[src/rtl/altm_pkg.sv]
package altm_pkg;

    // Arbitration sequencer states
    typedef enum logic [2:0] {
        ST_IDLE     = 3'd0,
        ST_REQ      = 3'd1,
        ST_WAITFREE = 3'd2,
        ST_OWN      = 3'd3,
        ST_REL      = 3'd4
    } arb_state_e;

    // Raw view of the shared bus, all signals active low
    typedef struct packed {
        logic grant_n;
        logic strobe_n;
        logic dack_n;
        logic rival_n;
    } bus_view_t;

    localparam int unsigned BUS_VIEW_W = $bits(bus_view_t);
    localparam bus_view_t   BUS_QUIET  = '{grant_n: 1'b1, strobe_n: 1'b1, dack_n: 1'b1, rival_n: 1'b1};

    // The bus may be claimed only when granted and nobody else is using it
    function automatic logic view_is_free(input bus_view_t v);
        return !v.grant_n && v.strobe_n && v.dack_n && v.rival_n;
    endfunction

    function automatic logic view_is_granted(input bus_view_t v);
        return !v.grant_n;
    endfunction

endpackage

[src/rtl/altm_sync.sv]
module altm_sync #(
    parameter int unsigned WIDTH  = 4,
    parameter int unsigned STAGES = 2,
    parameter logic [WIDTH-1:0] RST_VAL = '1
) (
    input  logic             clk,
    input  logic             rst,
    input  logic [WIDTH-1:0] d,
    output logic [WIDTH-1:0] q
);
    logic [WIDTH-1:0] stg [STAGES];

    for (genvar i = 0; i < STAGES; i++) begin : g_stage
        if (i == 0) begin : g_first
            always_ff @(posedge clk) begin
                if (rst) stg[i] <= RST_VAL;
                else     stg[i] <= d;
            end
        end else begin : g_next
            always_ff @(posedge clk) begin
                if (rst) stg[i] <= RST_VAL;
                else     stg[i] <= stg[i-1];
            end
        end
    end

    assign q = stg[STAGES-1];

endmodule

[src/rtl/altm_free_check.sv]
module altm_free_check
    import altm_pkg::*;
(
    input  bus_view_t view,
    output logic      granted,
    output logic      free
);
    assign granted = view_is_granted(view);
    assign free    = view_is_free(view);
endmodule

[src/rtl/altm_fsm.sv]
module altm_fsm
    import altm_pkg::*;
#(
    parameter int unsigned HOLDOFF_CYCLES = 1
) (
    input  logic clk,
    input  logic rst,
    input  logic job_req,
    input  logic granted,
    input  logic free,
    output logic bus_req_n,
    output logic bus_ack_n,
    output logic owner
);
    localparam int unsigned CW = (HOLDOFF_CYCLES < 1) ? 1 : $clog2(HOLDOFF_CYCLES + 1);

    arb_state_e     state, nxt;
    logic           own_first;
    logic [CW-1:0]  hold_cnt;

    always_comb begin
        nxt = state;
        unique case (state)
            ST_IDLE:     if (job_req && hold_cnt == '0) nxt = ST_REQ;
            ST_REQ:      if (!job_req) nxt = ST_IDLE;
                         else if (granted) nxt = ST_WAITFREE;
            ST_WAITFREE: if (!job_req) nxt = ST_IDLE;
                         else if (free) nxt = ST_OWN;
            ST_OWN:      if (!job_req) nxt = ST_REL;
            ST_REL:      nxt = ST_IDLE;
            default:     nxt = ST_IDLE;
        endcase
    end

    always_ff @(posedge clk) begin
        if (rst) begin
            state     <= ST_IDLE;
            own_first <= 1'b0;
            hold_cnt  <= '0;
        end else begin
            state     <= nxt;
            own_first <= (nxt == ST_OWN) && (state != ST_OWN);
            if (state == ST_REL)
                hold_cnt <= CW'(HOLDOFF_CYCLES);
            else if (state == ST_IDLE && hold_cnt != '0)
                hold_cnt <= hold_cnt - 1'b1;
        end
    end

    assign owner     = (state == ST_OWN);
    assign bus_ack_n = !owner;
    assign bus_req_n = !((state == ST_REQ) || (state == ST_WAITFREE) || own_first);

    // the claim only follows a cycle in which the bus looked free
    p_claim_needs_free_r4: assert property (@(posedge clk) disable iff (rst)
        $fell(bus_ack_n) |-> $past(free));

    // no ownership reached straight from a request without a grant
    p_no_grant_no_own_r3: assert property (@(posedge clk) disable iff (rst)
        (state == ST_REQ && !granted) |=> (state != ST_OWN));

    // request withdrawn after the first owned cycle
    p_req_drop_after_ack_r7: assert property (@(posedge clk) disable iff (rst)
        (!bus_ack_n && $past(!bus_ack_n)) |-> bus_req_n);

    // a dropped job releases the bus on the next edge
    p_release_r8: assert property (@(posedge clk) disable iff (rst)
        (owner && !job_req) |=> (bus_ack_n && !owner && bus_req_n));

    // a request is raised only when asked for
    p_req_needs_job_r2: assert property (@(posedge clk) disable iff (rst)
        $fell(bus_req_n) |-> $past(job_req));

    // no request in the cycle following a release
    p_holdoff_r9: assert property (@(posedge clk) disable iff (rst)
        $fell(owner) |=> bus_req_n);

endmodule

[src/rtl/altm_arbiter.sv]
module altm_arbiter
    import altm_pkg::*;
#(
    parameter int unsigned SYNC_STAGES    = 2,
    parameter int unsigned HOLDOFF_CYCLES = 1
) (
    input  logic clk,
    input  logic rst,
    input  logic job_req,
    input  logic grant_n,
    input  logic addr_strobe_n,
    input  logic xfer_ack_n,
    input  logic rival_ack_n,
    output logic bus_req_n,
    output logic bus_ack_n,
    output logic owner
);
    bus_view_t                raw_view, safe_view;
    logic [BUS_VIEW_W-1:0]    safe_bits;
    logic                     granted, free;

    assign raw_view = '{grant_n: grant_n, strobe_n: addr_strobe_n,
                        dack_n: xfer_ack_n, rival_n: rival_ack_n};

    altm_sync #(
        .WIDTH   (BUS_VIEW_W),
        .STAGES  (SYNC_STAGES),
        .RST_VAL (BUS_QUIET)
    ) u_sync (
        .clk (clk),
        .rst (rst),
        .d   (raw_view),
        .q   (safe_bits)
    );

    assign safe_view = bus_view_t'(safe_bits);

    altm_free_check u_free (
        .view    (safe_view),
        .granted (granted),
        .free    (free)
    );

    altm_fsm #(
        .HOLDOFF_CYCLES (HOLDOFF_CYCLES)
    ) u_fsm (
        .clk       (clk),
        .rst       (rst),
        .job_req   (job_req),
        .granted   (granted),
        .free      (free),
        .bus_req_n (bus_req_n),
        .bus_ack_n (bus_ack_n),
        .owner     (owner)
    );

    // the owner flag and the acknowledge never disagree
    p_owner_ack_r11: assert property (@(posedge clk) disable iff (rst)
        owner != bus_ack_n);

endmodule

[config.mk]
export PLATFORM = sky130hd
export DESIGN_NAME = altm_arbiter
export DESIGN_NICKNAME = d
export VERILOG_FILES = /design/src/rtl/altm_pkg.sv /design/src/rtl/altm_sync.sv /design/src/rtl/altm_free_check.sv /design/src/rtl/altm_fsm.sv /design/src/rtl/altm_arbiter.sv
export SDC_FILE = /design/constraint.sdc
export NUM_CORES = 1
export LEC_CHECK = 0
export BUFFER_PORTS_ARGS = -buffer_cell sky130_fd_sc_hd__buf_2
export CAP_MARGIN = 20
export CORE_AREA = 5 5 42 44
export DETAILED_ROUTE_END_ITERATION = 8
export DIE_AREA = 0 0 47 49
export HOLD_SLACK_MARGIN = 0.1
export PLACE_DENSITY = 0.56
export REMOVE_ABC_BUFFERS = 1
export SLEW_MARGIN = 20
export SYNTH_ARGS = -nofsm -noshare
export SYNTH_HDL_FRONTEND = slang
export SYNTH_HIERARCHICAL = 1
export SYNTH_SLANG_ARGS = --single-unit
[constraint.sdc]
create_clock -name clk -period 3.1 [get_ports clk]
set_clock_uncertainty 0.15 [all_clocks]
set_input_delay 0.465 -clock clk [delete_from_list [all_inputs] [get_ports clk]]
set_output_delay 0.465 -clock clk [all_outputs]
set_load 0.05 [all_outputs]
==> Word level (Yosys, flattened, before mapping) <==
Memories as Yosys holds them, arrays and structs flattened.
Index checks and enable logic that the tools add are counted.
{ "totals": {"mem_count": 1, "ff_bits": 5, "input_bits": 7, "output_inout_bits": 3, "word_cells": 41, "ram_bits": 8} }
{ "classes": {"mux": 14, "add_sub_neg": 1, "reduce_logical": 13, "n_eq_ne": 6, "bitwise": 3} }
{ "mem_list": {"columns": ["name", "words", "width", "read_ports", "rd_ports_with_merged_regs", "write_ports", "line", "rtl"], "rows": [
  ["u_sync.stg", 2, 4, 2, 0, 2, "altm_sync.sv:11", "logic [WIDTH-1:0] stg [STAGES];"]
]} }
{ "ops": {"columns": ["operator", "n"], "rows": [
  ["3-bit 2-to-1 mux", 6],
  ["3-bit one-hot mux with 4 select lines", 1],
  ["3-bit by 2-bit == test with 1-bit output, second input constant", 3],
  ["4-bit 2-to-1 mux", 2],
  ["1-bit logical AND", 6],
  ["1-bit 2-to-1 mux", 5],
  ["3-bit by 1-bit == test with 1-bit output, second input constant", 1],
  ["3-bit == test, second input constant", 1],
  ["1-bit zero test", 3],
  ["3-bit zero test", 1],
  ["3-bit by 2-bit != test with 1-bit output, second input constant", 1],
  ["1-bit logical OR", 2],
  ["1-bit bitwise OR", 2],
  ["2-bit nonzero test", 1],
  ["1-bit NOT", 1],
  ["1-bit subtractor, second input constant", 1]
]} }

==> Depth between registers and ports, before layout <==
Gate-level depths: netlist of run 1.
{ "logic_depth": {"depth_word": 9, "mapped_depth": 5, "mapped_depth_nobuf": 4} }

==> Modules after synthesis <==
The synthesis of run 1 kept the hierarchy.
{ "by_module_without_submodules": {"columns": ["module", "seq_area_each_um2", "cells_per_inst", "n_inst", "area_per_inst_um2"], "rows": [
  ["altm_fsm", 100.1, 27, 1, 217.7],
  ["altm_sync", 160.2, 16, 1, 210.2],
  ["altm_free_check", 0.0, 2, 1, 13.8]
]} }

==> Worst setup path before layout of run 1 <==
No wires, ideal clock.
{ "synth_timing": {"path_kind": "register to output", "startpoint": "register u_fsm.state[0]", "endpoint": "output port bus_ack_n", "setup_slack_ps": 833, "n_path_buf": 1, "path_stages_with_launch": 5, "t_required_ps": 2485, "arrival_ps": 1652, "path_cell_list": "dfxtp_1 > buf_2 > nand2_1 > nor2_1 > inv_1"} }
{ "synth_between": {"elab_chain_len": 2} }
{ "synth_rtl": {"columns": ["element", "line", "rtl"], "rows": [
  ["start: declaration", "altm_fsm.sv:17", "arb_state_e state, nxt;"],
  ["start signal: assignment", "altm_fsm.sv:41", "state <= nxt;"],
  ["3-bit by 2-bit == test with 1-bit output", "altm_fsm.sv:50", "assign owner = (state == ST_OWN);"],
  ["net owner", "altm_arbiter.sv:16", "output logic owner"],
  ["1-bit zero test", "altm_fsm.sv:51", "assign bus_ack_n = !owner;"],
  ["end: declaration", "altm_arbiter.sv:15", "output logic bus_ack_n,"]
]} }
The timed path passes the listed nets, and every way through them passes these cells.

==> Worst setup path after layout of run 1 <==
{ "layout_timing": {"startpoint": "register u_fsm.state[0]", "endpoint": "output port bus_req_n"} }
{ "layout_between": {"elab_chain_len": 4, "elab_cells_between_ends": 5, "classes_between": "eq/ne (2); reduce/logical (3)"} }
{ "layout_rtl": {"columns": ["element", "line", "rtl"], "rows": [
  ["3-bit by 1-bit == test with 1-bit output / 3-bit by 2-bit == test with 1-bit output (equally long branches)", "altm_fsm.sv:52", "assign bus_req_n = !((state == ST_REQ) || (state == ST_WAITFREE) || own_first);"],
  ["1-bit logical OR * (2 in series)", "altm_fsm.sv:52", null],
  ["1-bit zero test *", "altm_fsm.sv:52", null],
  ["end: declaration", "altm_arbiter.sv:14", "output logic bus_req_n,"]
]} }
Every way passes the cells marked *; elsewhere a longest branch is shown, timed or not.

==> summary.md, run 1 <==
| Metric | Value |
|---|---|
| Main synth FF type | `dfxtp_1` |
| Hold Path Stages | `2` |
| Mapped Cells | `45` |
| Rel. slew slack | `82.3%` |
| CP Cell Sequence | `xnor2_1 -> nor2_1 -> nor2_1 -> buf_2` |
| Worst reg2reg endpoint | `u_fsm/state[0]$_SDFF_PP0_` |
| Final TNS setup | `0 ps` |
| Top post-synthesis cells by count | `dfxtp_1 (13), or2_1 (8), nor2_1 (5), inv_1 (3), nand2_1 (3)` |
| R2R depth | `3` |
| Initial Utilization | `31.5%` |
| Dpl ws | `1490 ps` |
| FP Rows | `14` |
| Worst-path clk slew | `80 ps` |
| Clk root buf | `clkbuf_4` |
| Post-CTS Setup Bufs | `0` |
| Reg2reg start | `u_fsm/state[2]$_SDFF_PP0_` |
| Number of port buffers | `9` |
| Setup crit start kind | `register` |
| Cts bufs inserted | `3` |
| Diode count | `0` |
| TritonCTS clock tree | `done` |
| Crit path max fanout | `8` |
| Hold_sp | `job_req` |
| Critical-path top delay cell | `dfxtp_1` |
| Max stage delay on crit path | `470 ps` |
| Initial antenna violation count | `0` |
| VDD IR max | `0.243 mV` |
| Ratio of cells with drive above 1 in the final layout | `25.0%` |
| Synth cell types | `14` |
| Largest area contributor in the netlist | `dfxtp_1` |
| RePlAce Congestion | `0.619` |
| HP Class | `in -> reg` |
| Drt pass-1 iters | `3` |
| CP dominant cell by count | `nor2_1` |
| Synth-to-layout area growth | `18.4%` |
| WP depth | `4` |
| CP bufs+invs | `1` |
| First-pass GRT wire length | `1.09 mm` |
| Min Tclk post-route | `1880 ps` |
| Cts hold-fix bufs | `0` |
| Clk_lat worst skew | `260 ps` |
| Sequential area share after synthesis | `58.9%` |
| Count leader, synth | `dfxtp_1` |
| Fin. max-slew vios | `0` |
| Leakage power | `0.210 nW` |
| Core region area | `1400 um2` |
| CP Capture Type | `primary output` |
| Yosys top cell area share | `58.9%` |
| Die Wd | `47 um` |
| # IOs | `10` |
| Critical path required time | `2480 ps` |
| Least-Margin Pin Slew | `265 ps` |
| Total GRT Usage | `6.86%` |
| Final worst slack | `1220 ps` |
| Die height | `49 um` |
| Fillers | `172` |
| Nets | `64` |
| Leading post-synthesis cells by cell area | `dfxtp_1 (59%), or2_1 (11%), nor2_1 (4.2%)` |
| Synth Register Bits | `13` |
| CP top delay family | `flip-flops` |
| Fin. Hold Viols | `0` |
| DR WL/cell | `8.35 um` |
| Post-synth EDFFs | `0` |
| H-tree levels | `1` |
| Drt via density | `4.33` |
| Cell Area, Synth | `442 um2` |
| Crit share post-route | `60.8%` |
| Remaining Overflow, GRT | `0` |
| Clk sinks | `13` |
| Async SR Flop Fraction | `0%` |
| Endpoints failing setup | `0` |
| Power Total | `0.290 mW` |
| First DRT Iteration DRCs | `3` |
| Kind of critical path | `reg -> out` |
| Maxcap violations | `0` |
| Vias | `312` |
| Vias in the first global route | `300` |
| Total wire length | `601 um` |
| Hold EP | `u_fsm/state[2]$_SDFF_PP0_` |
| Max Root-Sink Buffers | `2` |
| Pwr Density | `555 nW/um2` |
| Largest net degree at the start of global routing | `12` |
| Synth Area per Inst | `9.81 um2` |
| Reg-to-reg setup timing slack | `1850 ps` |
| F_max | `531 MHz` |
| Final ANT Viol Nets | `0` |
| Synthesis Warnings | `6` |
| Post-route DRC | `0` |
| Status | `complete, no violations` |
| Die footprint | `2300 um2` |
| Arr. time, crit path | `1270 ps` |
| Post-CTS sizing | `0` |
| DP HPWL | `467 um` |
| RSZ-0062 raised after global routing | `no` |
## layout by cell type, fill, tap and decap left out, drive strengths merged
| cell | n |
|---|---|
| or2 | 8 |
| buf | 9 |
| nand2 | 3 |
| a21oi | 2 |
| o21ai | 2 |
| nor3 | 2 |
| or3b | 1 |
| nor2 | 5 |
| o21a | 1 |
| and4b | 1 |
| dfxtp | 13 |
| clkbuf | 4 |
| inv | 3 |
| a31oi | 1 |
| xnor2 | 1 |
## registers in the layout (all words and copies together) (netlist names)
name,count
u_sync/stg,8
u_fsm/own_first,1
u_fsm/state,3
u_fsm/hold_cnt,1
## through the flow
step | util [%] | hold WS, ps | instances | cell area [um2]
floorplan | - | 233 | 43 | 432
global placement | 35.4 | 236 | 68 | 497
detailed placement | 35.4 | 241 | 68 | 497
CTS | 37.3 | 206 | 72 | 523
global route | 37.3 | 199 | 72 | 523
finish | 37.3 | 214 | 72 | 523
## how the worst max path moves through the flow
stage / start / to / slack [ps]
2_1_floorplan: u_fsm/state[0]$_SDFF_PP0_ / bus_ack_n / 830
3_3_place_gp: u_fsm/state[1]$_SDFF_PP0_ / bus_req_n / 1510
3_5_place_dp: u_fsm/state[0]$_SDFF_PP0_ / bus_req_n / 1490
4_1_cts: u_fsm/state[0]$_SDFF_PP0_ / bus_req_n / 1200
5_1_grt: u_fsm/state[0]$_SDFF_PP0_ / bus_req_n / 1130
6_report: u_fsm/state[0]$_SDFF_PP0_ / bus_req_n / 1220
## worst register-to-register path: cells and delay by family, from the launching register on
kind | cells | cell delay, ps
AO/OA/AOI/OAI | 2 | 280
AND/OR/NAND/NOR | 1 | 420
flip-flops | 1 | 340
## routing by layer
layer,up-vias,global-route usage (%),part of all wire [%]
li1,165,-,-
met1,138,8.04,46
met2,7,9.05,47
met3,2,2.21,3.2
met4,0,6.91,3.7
met5,-,0,0
## layout make-up
type | instances | area (um2) | share of cell area [%]
timing repair buffer | 9 | 45.0 | 8.61
clock buffer | 4 | 26.3 | 5.02
inverter | 3 | 11.3 | 2.15
tap | 16 | 20.0 | 3.83
multi-input combinational | 27 | 160 | 30.6
sequential | 13 | 260 | 49.8
## where the power goes
part           total [mW]  internal [mW]  switching (mW)
registers           0.175          0.173         0.00267
clock network      0.0974         0.0497          0.0477
logic              0.0179        0.00882         0.00904
total               0.290          0.231          0.0594
## logic make-up (layout without fill, tap and decap cells)
logic type	count (synthesis)	in the layout	synth area share, %
AND/OR/NAND/NOR	20	20	25.2
flip-flops	13	13	58.9
AO/OA/AOI/OAI	6	6	9.07
buffers and inverters	5	16	4.82
XOR/XNOR	1	1	1.98
(Power assumes the default switching activity.)
==> run 2: changes to the inputs <==
--- a/config.mk
+++ b/config.mk
@@ -5,13 +5,14 @@
 export SDC_FILE = /design/constraint.sdc
 export NUM_CORES = 1
 export LEC_CHECK = 0
+export ABC_AREA = 1
 export BUFFER_PORTS_ARGS = -buffer_cell sky130_fd_sc_hd__buf_2
 export CAP_MARGIN = 20
 export CORE_AREA = 5 5 42 44
 export DETAILED_ROUTE_END_ITERATION = 8
 export DIE_AREA = 0 0 47 49
 export HOLD_SLACK_MARGIN = 0.1
-export PLACE_DENSITY = 0.56
+export PLACE_DENSITY = 0.62
 export REMOVE_ABC_BUFFERS = 1
 export SLEW_MARGIN = 20
 export SYNTH_ARGS = -nofsm -noshare
==> constraint.sdc (replaced) <==
create_clock -name clk -period 1.65 [get_ports clk]
set_clock_uncertainty 0.15 [all_clocks]
set_input_delay 0.2475 -clock clk [delete_from_list [all_inputs] [get_ports clk]]
set_output_delay 0.2475 -clock clk [all_outputs]
set_load 0.05 [all_outputs]
==> run 2 against run 1 <==
Routed wire length grew 44%; final area grew 27%; hold slack gained 41 ps; global-route usage grew 1.5 points; clock power grew 92%; clock-buffer cell count is the same; critical path depth grew 1; sequential cell count is the same; core utilization grew 10 points; non-clock buffer count grew 6; area after synthesis grew 11%; critical endpoint unchanged.
==> summary.md, run 2 <==
| Metric | Value |
|---|---|
| Post-synth EDFFs | `0` |
| FP Rows | `14` |
| Nets | `93` |
| Post-route DRC | `0` |
| Final ANT Viol Nets | `0` |
| HP Class | `reg -> reg` |
| Least-Margin Pin Slew | `249 ps` |
| Hold Path Stages | `2` |
| R2R depth | `7` |
| Combinational Power Share | `11.3%` |
| H-tree levels | `1` |
| CP Cell Sequence | `inv_1 -> nand2_1 -> nor2_2 -> a211oi_2 -> buf_6` |
| Largest register FFs | `8` |
| Critical path required time | `1250 ps` |
| Number of port buffers | `9` |
| CP Capture Type | `primary output` |
| Drt pass-1 iters | `2` |
| Worst-path clk slew | `70 ps` |
| Area of the multi-input gates | `164 um2` |
| Yosys top cell area share | `53.1%` |
| First DRT Iteration DRCs | `3` |
| TritonCTS clock tree | `done` |
| Max stage delay on crit path | `350 ps` |
| Cell Area, Synth | `490 um2` |
| Pwr Density | `881 nW/um2` |
| Most common cell after layout, fill and taps aside | `inv_1` |
| Reg2reg start | `u_fsm/state[2]$_SDFF_PP0_` |
| Critical Path Source | `u_fsm/state[2]$_SDFF_PP0_` |
| Cts bufs inserted | `3` |
| Hold_sp | `u_sync/stg[0][2]$_SDFF_PP1_` |
| Sw Ratio | `23.1%` |
| Int Pwr | `0.450 mW` |
| Async SR Flop Fraction | `0%` |
| Min Tclk post-route | `1550 ps` |
| Largest area contributor in the netlist | `dfxtp_1` |
| Fin. max-slew vios | `0` |
| First-pass GRT wire length | `1.34 mm` |
| Rel. slew slack | `83.5%` |
| Biggest regs | `u_sync/stg (8), u_fsm/state (3)` |
| Mapped Cells | `66` |
| Drt via density | `3.97` |
| Synth cell types | `14` |
| Setup crit start kind | `register` |
| Diode count | `0` |
| VDD IR max | `0.438 mV` |
| RePlAce Congestion | `0.842` |
| Synth-to-layout area growth | `35.2%` |
| Most frequent cells in the layout | `inv_1 (17), nand2_1 (16), dfxtp_1 (10), buf_2 (7), dlygate4sd3_1 (6)` |
| Main synth FF type | `dfxtp_1` |
| DP HPWL | `614 um` |
| Count leader, synth | `inv_1` |
| Die footprint | `2300 um2` |
| DR WL/cell | `8.56 um` |
| Die Wd | `47 um` |
| Kind of critical path | `reg -> out` |
| Sequential Power Share | `56.7%` |
| Total GRT Usage | `8.35%` |
| Crit share post-route | `94.2%` |
| Worst hold margin | `255 ps` |
| Leading post-synthesis cells by cell area | `dfxtp_1 (53%), inv_1 (13%), nand2_1 (12%)` |
| Placed Instance Area | `556 um2` |
| Initial Utilization | `35.0%` |
| Synth Area per Inst | `7.43 um2` |
| Initial antenna violation count | `0` |
| Post-CTS Setup Bufs | `0` |
| Remaining Overflow, GRT | `0` |
| Synth Register Bits | `13` |
| Ratio of cells with drive above 1 in the final layout | `25.9%` |
| F_max | `643 MHz` |
| Post-route cell area | `663 um2` |
| Clk_lat worst skew | `270 ps` |
| Status | `complete, no violations` |
| Fillers | `141` |
| Total wire length | `865 um` |
| # IOs | `10` |
| Largest net degree at the start of global routing | `9` |
| Endpoints failing setup | `0` |
| Core region area | `1400 um2` |
| Reg area | `264 um2` |
| Biggest register | `u_sync/stg` |
| P_sw | `0.135 mW` |
| Max Root-Sink Buffers | `2` |
| Leakage power | `0.350 nW` |
| Crit path max fanout | `3` |
| Fin. Hold Viols | `0` |
| Clk sinks | `13` |
| Arr. time, crit path | `1160 ps` |
| Maxcap violations | `0` |
| Sequential area share after synthesis | `53.1%` |
| Clk root buf | `clkbuf_4` |
| Die height | `49 um` |
| Synthesis Warnings | `6` |
| Vias | `401` |
| Top post-synthesis cells by count | `inv_1 (17), nand2_1 (16), dfxtp_1 (13), nand3_1 (4), nor2_1 (4)` |
| Vias in the first global route | `332` |
| Clock share of power | `32.0%` |
| Critical-path top delay cell | `dfxtp_2` |
| RSZ-0062 raised after global routing | `no` |
[run 2: changes by cell type after synthesis, sizes merged, moves of 2 or more]
cell,change
buf,-2
nor2,+2
inv,+16
nand2,+14
or2,-8
nand3,+4
[run 2: repair_timing]
action / 4_1_cts / 5_1_grt
hold buffers: 6 / 0
hold endpoints to repair: 7 / 0
endpoints found under the setup margin: 2 / 3
gates resized for setup: 3 / 5
[run 2: metrics by stage]
step,power [mW],util (%),TNS (ps),worst slack (ps),instances
3_3_place_gp,0.389,39.6,0,269,91
2_1_floorplan,0.372,-,-480,-441,66
6_report,0.584,47.3,0,95.7,101
3_5_place_dp,0.390,39.6,0,238,91
4_1_cts,0.591,46.3,0,16.9,101
5_1_grt,0.625,47.3,0,1.68,101
[run 2: final cells by class]
type / count / share of cell area, %
repair buffers: 15 / 17.7
flip-flops and latches: 13 / 39.8
multi-input cells: 34 / 24.7
well taps: 16 / 3.02
inverters: 19 / 10.8
clock buffers: 4 / 3.96
[run 2: critical path, delay by kind of cell (launching register included)]
family,cells,cell delay (ps)
compound gates,1,160
buf+inv,2,260
flops,1,350
simple gates,2,120
[run 2: worst paths after layout]
check                           slack, ps                          end
worst max-delay path                  100                    bus_req_n
worst max register to register        570    u_fsm/state[0]$_SDFF_PP0_
worst min-delay path                  260  u_sync/stg[1][2]$_SDFF_PP1_
worst min register to register        260  u_sync/stg[1][2]$_SDFF_PP1_
[run 2: cell families (layout without fill, tap and decap cells)]
| group | count (synthesis) | after routing | synth area share, % |
|---|---|---|---|
| AND/OR/NAND/NOR | 30 | 30 | 27.8 |
| flip-flops | 13 | 13 | 53.1 |
| AO/OA/AOI/OAI | 4 | 4 | 4.59 |
| buffers and inverters | 19 | 38 | 14.5 |
[run 2: per-layer routing]
layer  part of all wire (%)  global-route usage [%]  wire [um]  up-vias
li1                       -                       -          -      231
met1                     48                    10.2        414      161
met2                     46                    11.5        400        9
met3                    5.8                    3.32         50        0
met4                      0                    5.53          0        0
met5                      0                       0          0        -
[run 2: power groups by stage]
stage	combinational, mW	clock (mW)	sequential (mW)
floorplan	0.0348	0	0.337
global placement	0.0506	0	0.338
detailed placement	0.0513	0	0.339
CTS	0.0635	0.196	0.331
global route	0.0731	0.219	0.333
finish	0.0658	0.187	0.332
